--- config.mk ---
export PLATFORM = sky130hd
export DESIGN_NAME = slv_port_arbiter
export DESIGN_NICKNAME = d
export VERILOG_FILES = /design/src/rtl/arb_pkg.sv /design/src/rtl/arb_cfg_regs.sv /design/src/rtl/arb_slot_timer.sv /design/src/rtl/arb_rr_pick.sv /design/src/rtl/slv_port_arbiter.sv
export SDC_FILE = /design/constraint.sdc
export NUM_CORES = 1
export LEC_CHECK = 0
export ABC_CLOCK_PERIOD_IN_PS = 3200
export BUFFER_PORTS_ARGS = -buffer_cell sky130_fd_sc_hd__buf_2
export CAP_MARGIN = 20
export CORE_MARGIN = 1.5
export CORE_UTILIZATION = 33
export CTS_CLUSTER_DIAMETER = 200
export CTS_CLUSTER_SIZE = 24
export DETAILED_ROUTE_END_ITERATION = 12
export REMOVE_ABC_BUFFERS = 1
export SETUP_SLACK_MARGIN = 0.1
export SLEW_MARGIN = 15
export SYNTH_ARGS = -nofsm -noshare
export SYNTH_HDL_FRONTEND = slang
export SYNTH_SLANG_ARGS = --single-unit
--- constraint.sdc ---
create_clock -name clk -period 3.2 [get_ports clk]
set_input_delay 0.32 -clock clk [delete_from_list [all_inputs] [get_ports clk]]
set_output_delay 0.32 -clock clk [all_outputs]
set_load 0.05 [all_outputs]
--- src/rtl/arb_pkg.sv ---
package arb_pkg;

  typedef enum logic [1:0] {
    DF_NONE  = 2'd0,
    DF_LAST  = 2'd1,
    DF_FIXED = 2'd2,
    DF_RSVD  = 2'd3
  } dflt_e;

  localparam logic [1:0] CA_SLOT  = 2'd0;
  localparam logic [1:0] CA_DTYPE = 2'd1;
  localparam logic [1:0] CA_FIXED = 2'd2;
  localparam logic [1:0] CA_MASK  = 2'd3;

endpackage

--- src/rtl/arb_cfg_regs.sv ---
module arb_cfg_regs
  import arb_pkg::*;
#(
  parameter int NUM_MST = 4,
  parameter int SLOT_W  = 8,
  parameter int IDX_W   = 2,
  parameter int CFG_DW  = 8
) (
  input  logic              clk,
  input  logic              rst,
  input  logic              we,
  input  logic [1:0]        addr,
  input  logic [CFG_DW-1:0] wdata,
  output logic [SLOT_W-1:0] slot_lim,
  output dflt_e             dtype,
  output logic [IDX_W-1:0]  fixed_idx,
  output logic [NUM_MST-1:0] conn_mask
);

  always_ff @(posedge clk) begin
    if (rst) begin
      slot_lim  <= '0;
      dtype     <= DF_NONE;
      fixed_idx <= '0;
      conn_mask <= '1;
    end else if (we) begin
      case (addr)
        CA_SLOT:  slot_lim  <= wdata[SLOT_W-1:0];
        CA_DTYPE: dtype     <= dflt_e'(wdata[1:0]);
        CA_FIXED: fixed_idx <= wdata[IDX_W-1:0];
        default:  conn_mask <= wdata[NUM_MST-1:0];
      endcase
    end
  end

endmodule

--- src/rtl/arb_slot_timer.sv ---
module arb_slot_timer #(
  parameter int SLOT_W = 8
) (
  input  logic              clk,
  input  logic              rst,
  input  logic [SLOT_W-1:0] lim,
  input  logic              reload,
  output logic              expire
);

  logic [SLOT_W-1:0] cnt;

  // Window ends once lim cycles of ownership have gone by.
  assign expire = (lim != '0) && (cnt >= (lim - 1'b1));

  always_ff @(posedge clk) begin
    if (rst) begin
      cnt <= '0;
    end else if (reload) begin
      cnt <= '0;
    end else if (cnt != '1) begin
      cnt <= cnt + 1'b1;
    end
  end

  assert_slot_window_R6: assert property (@(posedge clk) disable iff (rst)
    (lim != '0 && $stable(lim)) |-> (cnt < lim));

endmodule

--- src/rtl/arb_rr_pick.sv ---
module arb_rr_pick #(
  parameter int NUM_MST = 4,
  parameter int IDX_W   = 2
) (
  input  logic [NUM_MST-1:0] req,
  input  logic [IDX_W-1:0]   ptr,
  output logic               found,
  output logic [IDX_W-1:0]   idx
);

  logic [IDX_W-1:0] cand;

  // Search starts one past ptr and wraps, so ptr itself is tried last.
  always_comb begin
    found = 1'b0;
    idx   = '0;
    cand  = '0;
    for (int k = 1; k <= NUM_MST; k++) begin
      cand = IDX_W'((int'(ptr) + k) % NUM_MST);
      if (!found && req[cand]) begin
        found = 1'b1;
        idx   = cand;
      end
    end
  end

endmodule

--- src/rtl/slv_port_arbiter.sv ---
module slv_port_arbiter
  import arb_pkg::*;
#(
  parameter int NUM_MST = 4,
  parameter int SLOT_W  = 8,
  parameter int CFG_DW  = (SLOT_W > NUM_MST) ? SLOT_W : NUM_MST
) (
  input  logic               clk,
  input  logic               rst,
  input  logic               cfg_we,
  input  logic [1:0]         cfg_addr,
  input  logic [CFG_DW-1:0]  cfg_wdata,
  input  logic [NUM_MST-1:0] mst_req,
  input  logic               burst_end,
  output logic [NUM_MST-1:0] mst_gnt
);

  localparam int IDX_W = (NUM_MST > 1) ? $clog2(NUM_MST) : 1;

  logic [SLOT_W-1:0]  slot_lim;
  dflt_e              dtype;
  logic [IDX_W-1:0]   fixed_idx;
  logic [NUM_MST-1:0] conn_mask;

  logic [NUM_MST-1:0] gnt_q, gnt_d, idle_gnt, req_eff;
  logic [IDX_W-1:0]   last_q, last_d, gnt_idx, pick_idx;
  logic               last_vld_q, last_vld_d;
  logic               owner_active, arb_evt, slot_expire, pick_found, fixed_ok;

  arb_cfg_regs #(
    .NUM_MST(NUM_MST), .SLOT_W(SLOT_W), .IDX_W(IDX_W), .CFG_DW(CFG_DW)
  ) u_cfg (
    .clk(clk), .rst(rst), .we(cfg_we), .addr(cfg_addr), .wdata(cfg_wdata),
    .slot_lim(slot_lim), .dtype(dtype), .fixed_idx(fixed_idx),
    .conn_mask(conn_mask)
  );

  arb_slot_timer #(.SLOT_W(SLOT_W)) u_slot (
    .clk(clk), .rst(rst), .lim(slot_lim), .reload(arb_evt),
    .expire(slot_expire)
  );

  arb_rr_pick #(.NUM_MST(NUM_MST), .IDX_W(IDX_W)) u_pick (
    .req(req_eff), .ptr(last_q), .found(pick_found), .idx(pick_idx)
  );

  assign req_eff      = mst_req & conn_mask;
  assign owner_active = (gnt_q & req_eff) != '0;
  assign arb_evt      = !owner_active || burst_end || slot_expire;
  assign fixed_ok     = (int'(fixed_idx) < NUM_MST) && conn_mask[fixed_idx];

  always_comb begin
    gnt_idx = '0;
    for (int i = 0; i < NUM_MST; i++) begin
      if (gnt_q[i]) gnt_idx = IDX_W'(i);
    end
  end

  // Where the port rests when nobody connected is asking.
  always_comb begin
    idle_gnt = '0;
    case (dtype)
      DF_LAST:  if (last_vld_q && conn_mask[last_q]) idle_gnt = NUM_MST'(1) << last_q;
      DF_FIXED: if (fixed_ok) idle_gnt = NUM_MST'(1) << fixed_idx;
      default:  idle_gnt = '0;
    endcase
  end

  always_comb begin
    gnt_d      = gnt_q;
    last_d     = last_q;
    last_vld_d = last_vld_q;
    if (arb_evt) begin
      if (pick_found) begin
        gnt_d      = NUM_MST'(1) << pick_idx;
        last_d     = pick_idx;
        last_vld_d = 1'b1;
      end else begin
        gnt_d = idle_gnt;
      end
    end else begin
      last_d     = gnt_idx;
      last_vld_d = 1'b1;
    end
  end

  always_ff @(posedge clk) begin
    if (rst) begin
      gnt_q      <= '0;
      last_q     <= '0;
      last_vld_q <= 1'b0;
    end else begin
      gnt_q      <= gnt_d;
      last_q     <= last_d;
      last_vld_q <= last_vld_d;
    end
  end

  assign mst_gnt = gnt_q;

  assert_grant_onehot_R2: assert property (@(posedge clk) disable iff (rst)
    $onehot0(gnt_q));

  assert_idle_disconnect_R8: assert property (@(posedge clk) disable iff (rst)
    ((dtype == DF_NONE || dtype == DF_RSVD) && req_eff == '0) |=> (gnt_q == '0));

  assert_no_slot_break_R7: assert property (@(posedge clk) disable iff (rst)
    (slot_lim == '0 && owner_active && !burst_end) |=> $stable(gnt_q));

  assert_grant_has_cause_R12: assert property (@(posedge clk) disable iff (rst)
    (gnt_q != $past(gnt_q) && gnt_q != '0) |->
      (((gnt_q & $past(req_eff)) != '0) || $past(dtype) == DF_LAST ||
       $past(dtype) == DF_FIXED));

endmodule

After elaboration in Yosys (flattened, before gate mapping)
Cells that the tools add are included.
W data, S select, Z words.
{"block": "op_classes", "add_sub_neg": 6, "n_lt_le_gt_ge": 7, "eq_ne": 6, "n_shift": 3, "muxes": 31, "n_bitwise": 3, "n_reduce_logical": 20}
{"cell": "$lt A2 B3 Y1 const B", "n": 6}
{"cell": "$mux W2", "n": 8}
{"cell": "$mux W1", "n": 13}
{"cell": "$bmux W1 S2", "n": 6}
{"cell": "$mux W4", "n": 3}
{"cell": "$shl A1 B2 Y4 const A", "n": 3}
{"cell": "$add A8 B1 Y8 const B", "n": 1}
{"cell": "$and A4 B4 Y4", "n": 2}
{"cell": "$ge A8 B8 Y1", "n": 1}
{"cell": "$ne A8 B8 Y1 const B", "n": 1}
{"cell": "$pmux W4 S2", "n": 1}
{"cell": "$reduce_and A2 Y1", "n": 4}
{"cell": "$reduce_bool A8 Y1", "n": 1}
{"cell": "$sub A8 B1 Y8 const B", "n": 1}
{"cell": "$logic_and A1 B1 Y1", "n": 5}
{"cell": "$add A2 B1 Y2 const B", "n": 2}
{"cell": "$add A2 B2 Y2 const B", "n": 2}
{"cell": "$eq A2 B1 Y1 const B", "n": 2}
{"cell": "$eq A2 B2 Y1 const B", "n": 2}
{"cell": "$logic_not A1 Y1", "n": 4}
{"cell": "$reduce_bool A4 Y1", "n": 1}
{"cell": "$reduce_or A3 Y1", "n": 1}
{"cell": "$logic_not A2 Y1", "n": 1}
{"cell": "$logic_or A1 B1 Y1", "n": 2}
{"cell": "3 further kinds", "n": 3}
{"block": "word_totals", "ff_bits": 31, "in_bits": 18, "out_inout_bits": 4, "word_cells": 84}

Depth between registers and ports, before layout
{"block": "depth", "word_depth": 15, "ltp_mapped": 11, "ltp_nobuf": 10}

Hierarchy
Synthesis repeated with hierarchy kept, for this count alone.
{"block": "hier_totals", "hier_cells": 227, "area_unflattened_um2": 2065.7}
{"module": "arb_cfg_regs", "instances": 1, "cells_each": 69, "area_per_inst_um2": 728.2, "seq_area_each_um2": 320.3}
{"module": "arb_slot_timer", "instances": 1, "cells_each": 81, "area_per_inst_um2": 683.2, "seq_area_each_um2": 160.2}
{"module": "slv_port_arbiter", "instances": 1, "cells_each": 63, "area_per_inst_um2": 563.0, "seq_area_each_um2": 140.1}
{"module": "arb_rr_pick", "instances": 1, "cells_each": 14, "area_per_inst_um2": 91.3, "seq_area_each_um2": 0.0}

Least setup slack after synthesis
Ideal clock, no wire load.
{"block": "synth_timing", "path_type": "reg-to-reg", "from": "reg u_cfg.slot_lim[2]", "to": "reg last_q[1]", "setup_ps": 112, "arrival_time_ps": 2336, "slack_ps": 752, "path_stages_with_launch": 11, "synth_period_minus_slack_ps": 2448, "cell_sequence": "dfxtp_1 -> nor3_2 -> nand3_1 -> nor3_1 -> xnor2_1 -> ha_1 -> and4_1 -> o21ai_0 -> o221ai_1 -> a2111oi_0 -> a2111oi_1"}
{"block": "synth_between", "elab_chain_len": 5, "word_cells_on_any_way": 7, "cone_classes": "1 x add/sub; 1 x order compare; 1 x eq/ne; 1 x mux; 3 x reduce/logical"}
{"element": "from (decl)", "line_no": "arb_cfg_regs.sv:14", "rtl": "output logic [SLOT_W-1:0] slot_lim,"}
{"element": "from (signal assigned)", "line_no": "arb_cfg_regs.sv:28", "rtl": "CA_SLOT: slot_lim <= wdata[SLOT_W-1:0];"}
{"element": "$sub A8 B1 Y8", "line_no": "arb_slot_timer.sv:14", "rtl": "assign expire = (lim != '0) && (cnt >= (lim - 1'b1));"}
{"element": "$ge A8 B8 Y1", "line_no": "arb_slot_timer.sv:14"}
{"element": "$logic_and A1 B1 Y1 (*)", "line_no": "arb_slot_timer.sv:14"}
{"element": "$logic_or A1 B1 Y1 (*)", "line_no": "slv_port_arbiter.sv:49", "rtl": "assign arb_evt = !owner_active || burst_end || slot_expire;"}
{"element": "$ne A2 B1 Y1 (no line) or $mux W2 (tied branches)"}
{"element": "to (signal assigned)", "line_no": "slv_port_arbiter.sv:94", "rtl": "last_q <= last_d;"}
{"element": "to (decl)", "line_no": "slv_port_arbiter.sv:26", "rtl": "logic [IDX_W-1:0] last_q, last_d, gnt_idx, pick_idx;"}
Every way passes the cells marked *; elsewhere a longest branch is shown, timed or not.
A chain may end at the register's enable or synchronous reset.

Final worst setup path
Ends and elaborated chain as after synthesis.

==> results.toml <==
[cts]
post-cts-setup-buffers = 0
clock-sinks = 31
ctsLongestPathBuffers = 2
clk_pin_slew_ns = 0.06
clk_latency_ns = 0.28
postCtsHoldBufs = 0
cts_resized = 0
cts-root-buf = "clkbuf_8"
cts_tree = "built"
cts-htree-levels = 2
cts_buffers = 5

[finish]
drive_gt1_share_pct = 15.9
diodes = 0
final_util_pct = 38.5
finalNetCount = 279
syn_to_final_growth_pct = 13.8

[synth]
synth_top_area_share_pct = 31.1
ys_warn_count = 0
yosys_most_used_dff = "dfxtp_1"
ys_ff_latch = 31
netlist_instances = 223
yosys.area.top_type = "dfxtp_1"
yosysSeqAreaShare_pct = 31.1
yosysMostFrequentCell = "dfxtp_1"
synth_edf_count = 0
syn_area_sq_um = 1990
synth_common_cells = "31 x dfxtp_1, 25 x nor2_1, 16 x ha_1"
async_reset_ff_share_pct = 0
synth_area_leaders = "dfxtp_1 31%, ha_1 10%, mux2i_1 6.0%"
synth_cell_types = 45
synth.avg_cell_area_sq_um = 8.94

[job]
drv_cap = 0

[routing]
viasPerCell = 5.23
drt-total-wl_mm = 4.27
routed.top_layer = "met4"
dr.first_iter.drc_count = 128
wl_per_cell_um = 13.3
dr_wl_met3_um = 220
firstDrtPassIters = 4
vias = 1680
ant_nets = 0
wl_met2_mm = 1.75
wl_met1_mm = 2.25
post-route-drc-count = 0

[placement]
place.gp.congestion = 0.802
dp_hpwl_mm = 3.20
portBuffers = 21

[min_path]
hold_class = "input port to flip-flop"

[setup_path]
worstPathMaxFanout = 7
crit_type = "flip-flop to flip-flop"
critical_path_buf_inv_count = 0
cp_cell_sequence = "nor3_2 > nand3_1 > nor3_1 > xnor2_1 > ha_1 > and4_1 > o21ai_0 > o221ai_1 > a2111oi_0 > a2111oi_1"
crit_path_end_kind = "flip-flop"
cp_slowest_cell = "o221ai_1"
start_kind = "flip-flop"
reg2reg_slack_ns = 0.45
arrival_ns = 2.91
cp_top_family = "compound AO/OA/AOI/OAI gates"
max_stage_delay_ns = 0.49
critPathRequiredTime_ns = 3.36

[pwr]
ir_drop_mv = 0.335
p_leak_uw = 0.000971
p_per_area_nw_per_um2 = 631

[global_route]
grt_max_degree = 32
grt_first_pass_wirelength_mm = 7.35
track_usage_pct = 14.7
grt_pass1_vias = 1568
antenna_found_initial = 0
grt-ovfl-total = 0

[sta]
min_period_ns = 2.75
clock_skew_ns = 0.00349
setup_viol = 0
fin_tns_setup_ns = 0
grt_setup_unrepaired = "no"
hold_viol_final = 0
fmax_mhz = 363
fin_crit_sh_pct = 86.0
relSlewSlack_pct = 61.4
worstMarginPinSlew_ns = 0.579
drv_slew = 0

[floorplan]
coreArea_sq_um = 5890
die_height_um = 80.7
initial_core_util_pct = 33.9
rows = 28
die_area_sq_um = 6510
die_w_um = 80.7
ios = 22

[run_status]
status = "finished clean"
-- cell type report --
class                   instances  area (sq um)
fillers                       620          3620
multi-input cells             171          1270
flip-flops and latches         31           621
repair buffers                 22           113
well taps                      75          93.8
clock buffers                   6          82.6
inverters                      14          52.6
clock inverters                 2          35.0
-- cell families after synthesis --
logic type / after synthesis / share of synthesized area [%]
compound gates: 51 / 20.2
xor+xnor: 10 / 4.39
fa+ha+maj: 16 / 10.0
buf+inv: 21 / 5.08
flops: 31 / 31.1
mux: 15 / 9.42
simple gates: 79 / 19.8
-- worst paths after layout --
| check | depth (start not counted) | from | endpoint |
|---|---|---|---|
| worst min-delay path | 3 | cfg_wdata[6] | u_cfg.slot_lim[6]$_SDFFE_PP0P_ |
| worst max-delay path | 10 | u_cfg.slot_lim[2]$_SDFFE_PP0P_ | last_q[1]$_SDFFE_PP0P_ |
| worst min register to register | 2 | last_vld_q$_SDFFE_PP0P_ | last_vld_q$_SDFFE_PP0P_ |
| worst max register to register | 10 | u_cfg.slot_lim[2]$_SDFFE_PP0P_ | last_q[1]$_SDFFE_PP0P_ |
-- layout by cell type, fill, tap and decap left out, types with 7 or more instances in the layout --
| cell type | synthesis | final |
|---|---|---|
| a211oi_1 | 8 | 8 |
| nand2_1 | 13 | 13 |
| ha_1 | 16 | 16 |
| mux2i_1 | 12 | 12 |
| inv_1 | 13 | 13 |
| nand3_1 | 7 | 7 |
| nor3_1 | 9 | 9 |
| dfxtp_1 | 31 | 31 |
| nor2_1 | 25 | 25 |
| buf_2 | 0 | 21 |
-- registers in the layout, indices dropped and copies added, names as in the netlist --
name	cells
u_cfg.slot_lim	8
u_slot.cnt	8
mst_gnt	4
u_cfg.conn_mask	4
last_q	2
u_cfg.dtype	2
u_cfg.fixed_idx	2
last_vld_q	1
-- tightest hold or removal path: cells and delay by family --
family	cells	cell delay (ns)
buffers and inverters	1	0.07
AND/OR/NAND/NOR	1	0.07
multiplexers	1	0.05
-- per-layer routing --
| layer | vias up | GRT usage [%] |
|---|---|---|
| met5 | - | 0 |
| met4 | 0 | 6.55 |
| met3 | 5 | 3.52 |
| met2 | 47 | 21.8 |
| met1 | 752 | 20.1 |
| li1 | 876 | - |
-- power by group --
group	switching, uW	internal, uW	total [uW]
Clock	143	252	394
Combinational	315	209	524
Sequential	78.1	434	512
Total	536	895	1430
-- through the flow --
| stage | total power (uW) | worst slack [ns] | cells | hold WS, ns | area (sq um) |
|---|---|---|---|---|---|
| after detailed placement | 1040 | 0.437 | 313 | 0.460 | 2150 |
| after global routing | 1520 | 0.171 | 321 | 0.288 | 2270 |
| after floorplan | 907 | 0.752 | 216 | 0.392 | 1940 |
| after global placement | 1040 | 0.556 | 313 | 0.452 | 2150 |
| after CTS | 1440 | 0.392 | 321 | 0.270 | 2270 |
| final | 1430 | 0.448 | 321 | 0.275 | 2270 |
Note: power is estimated with default switching activity, not from simulation.
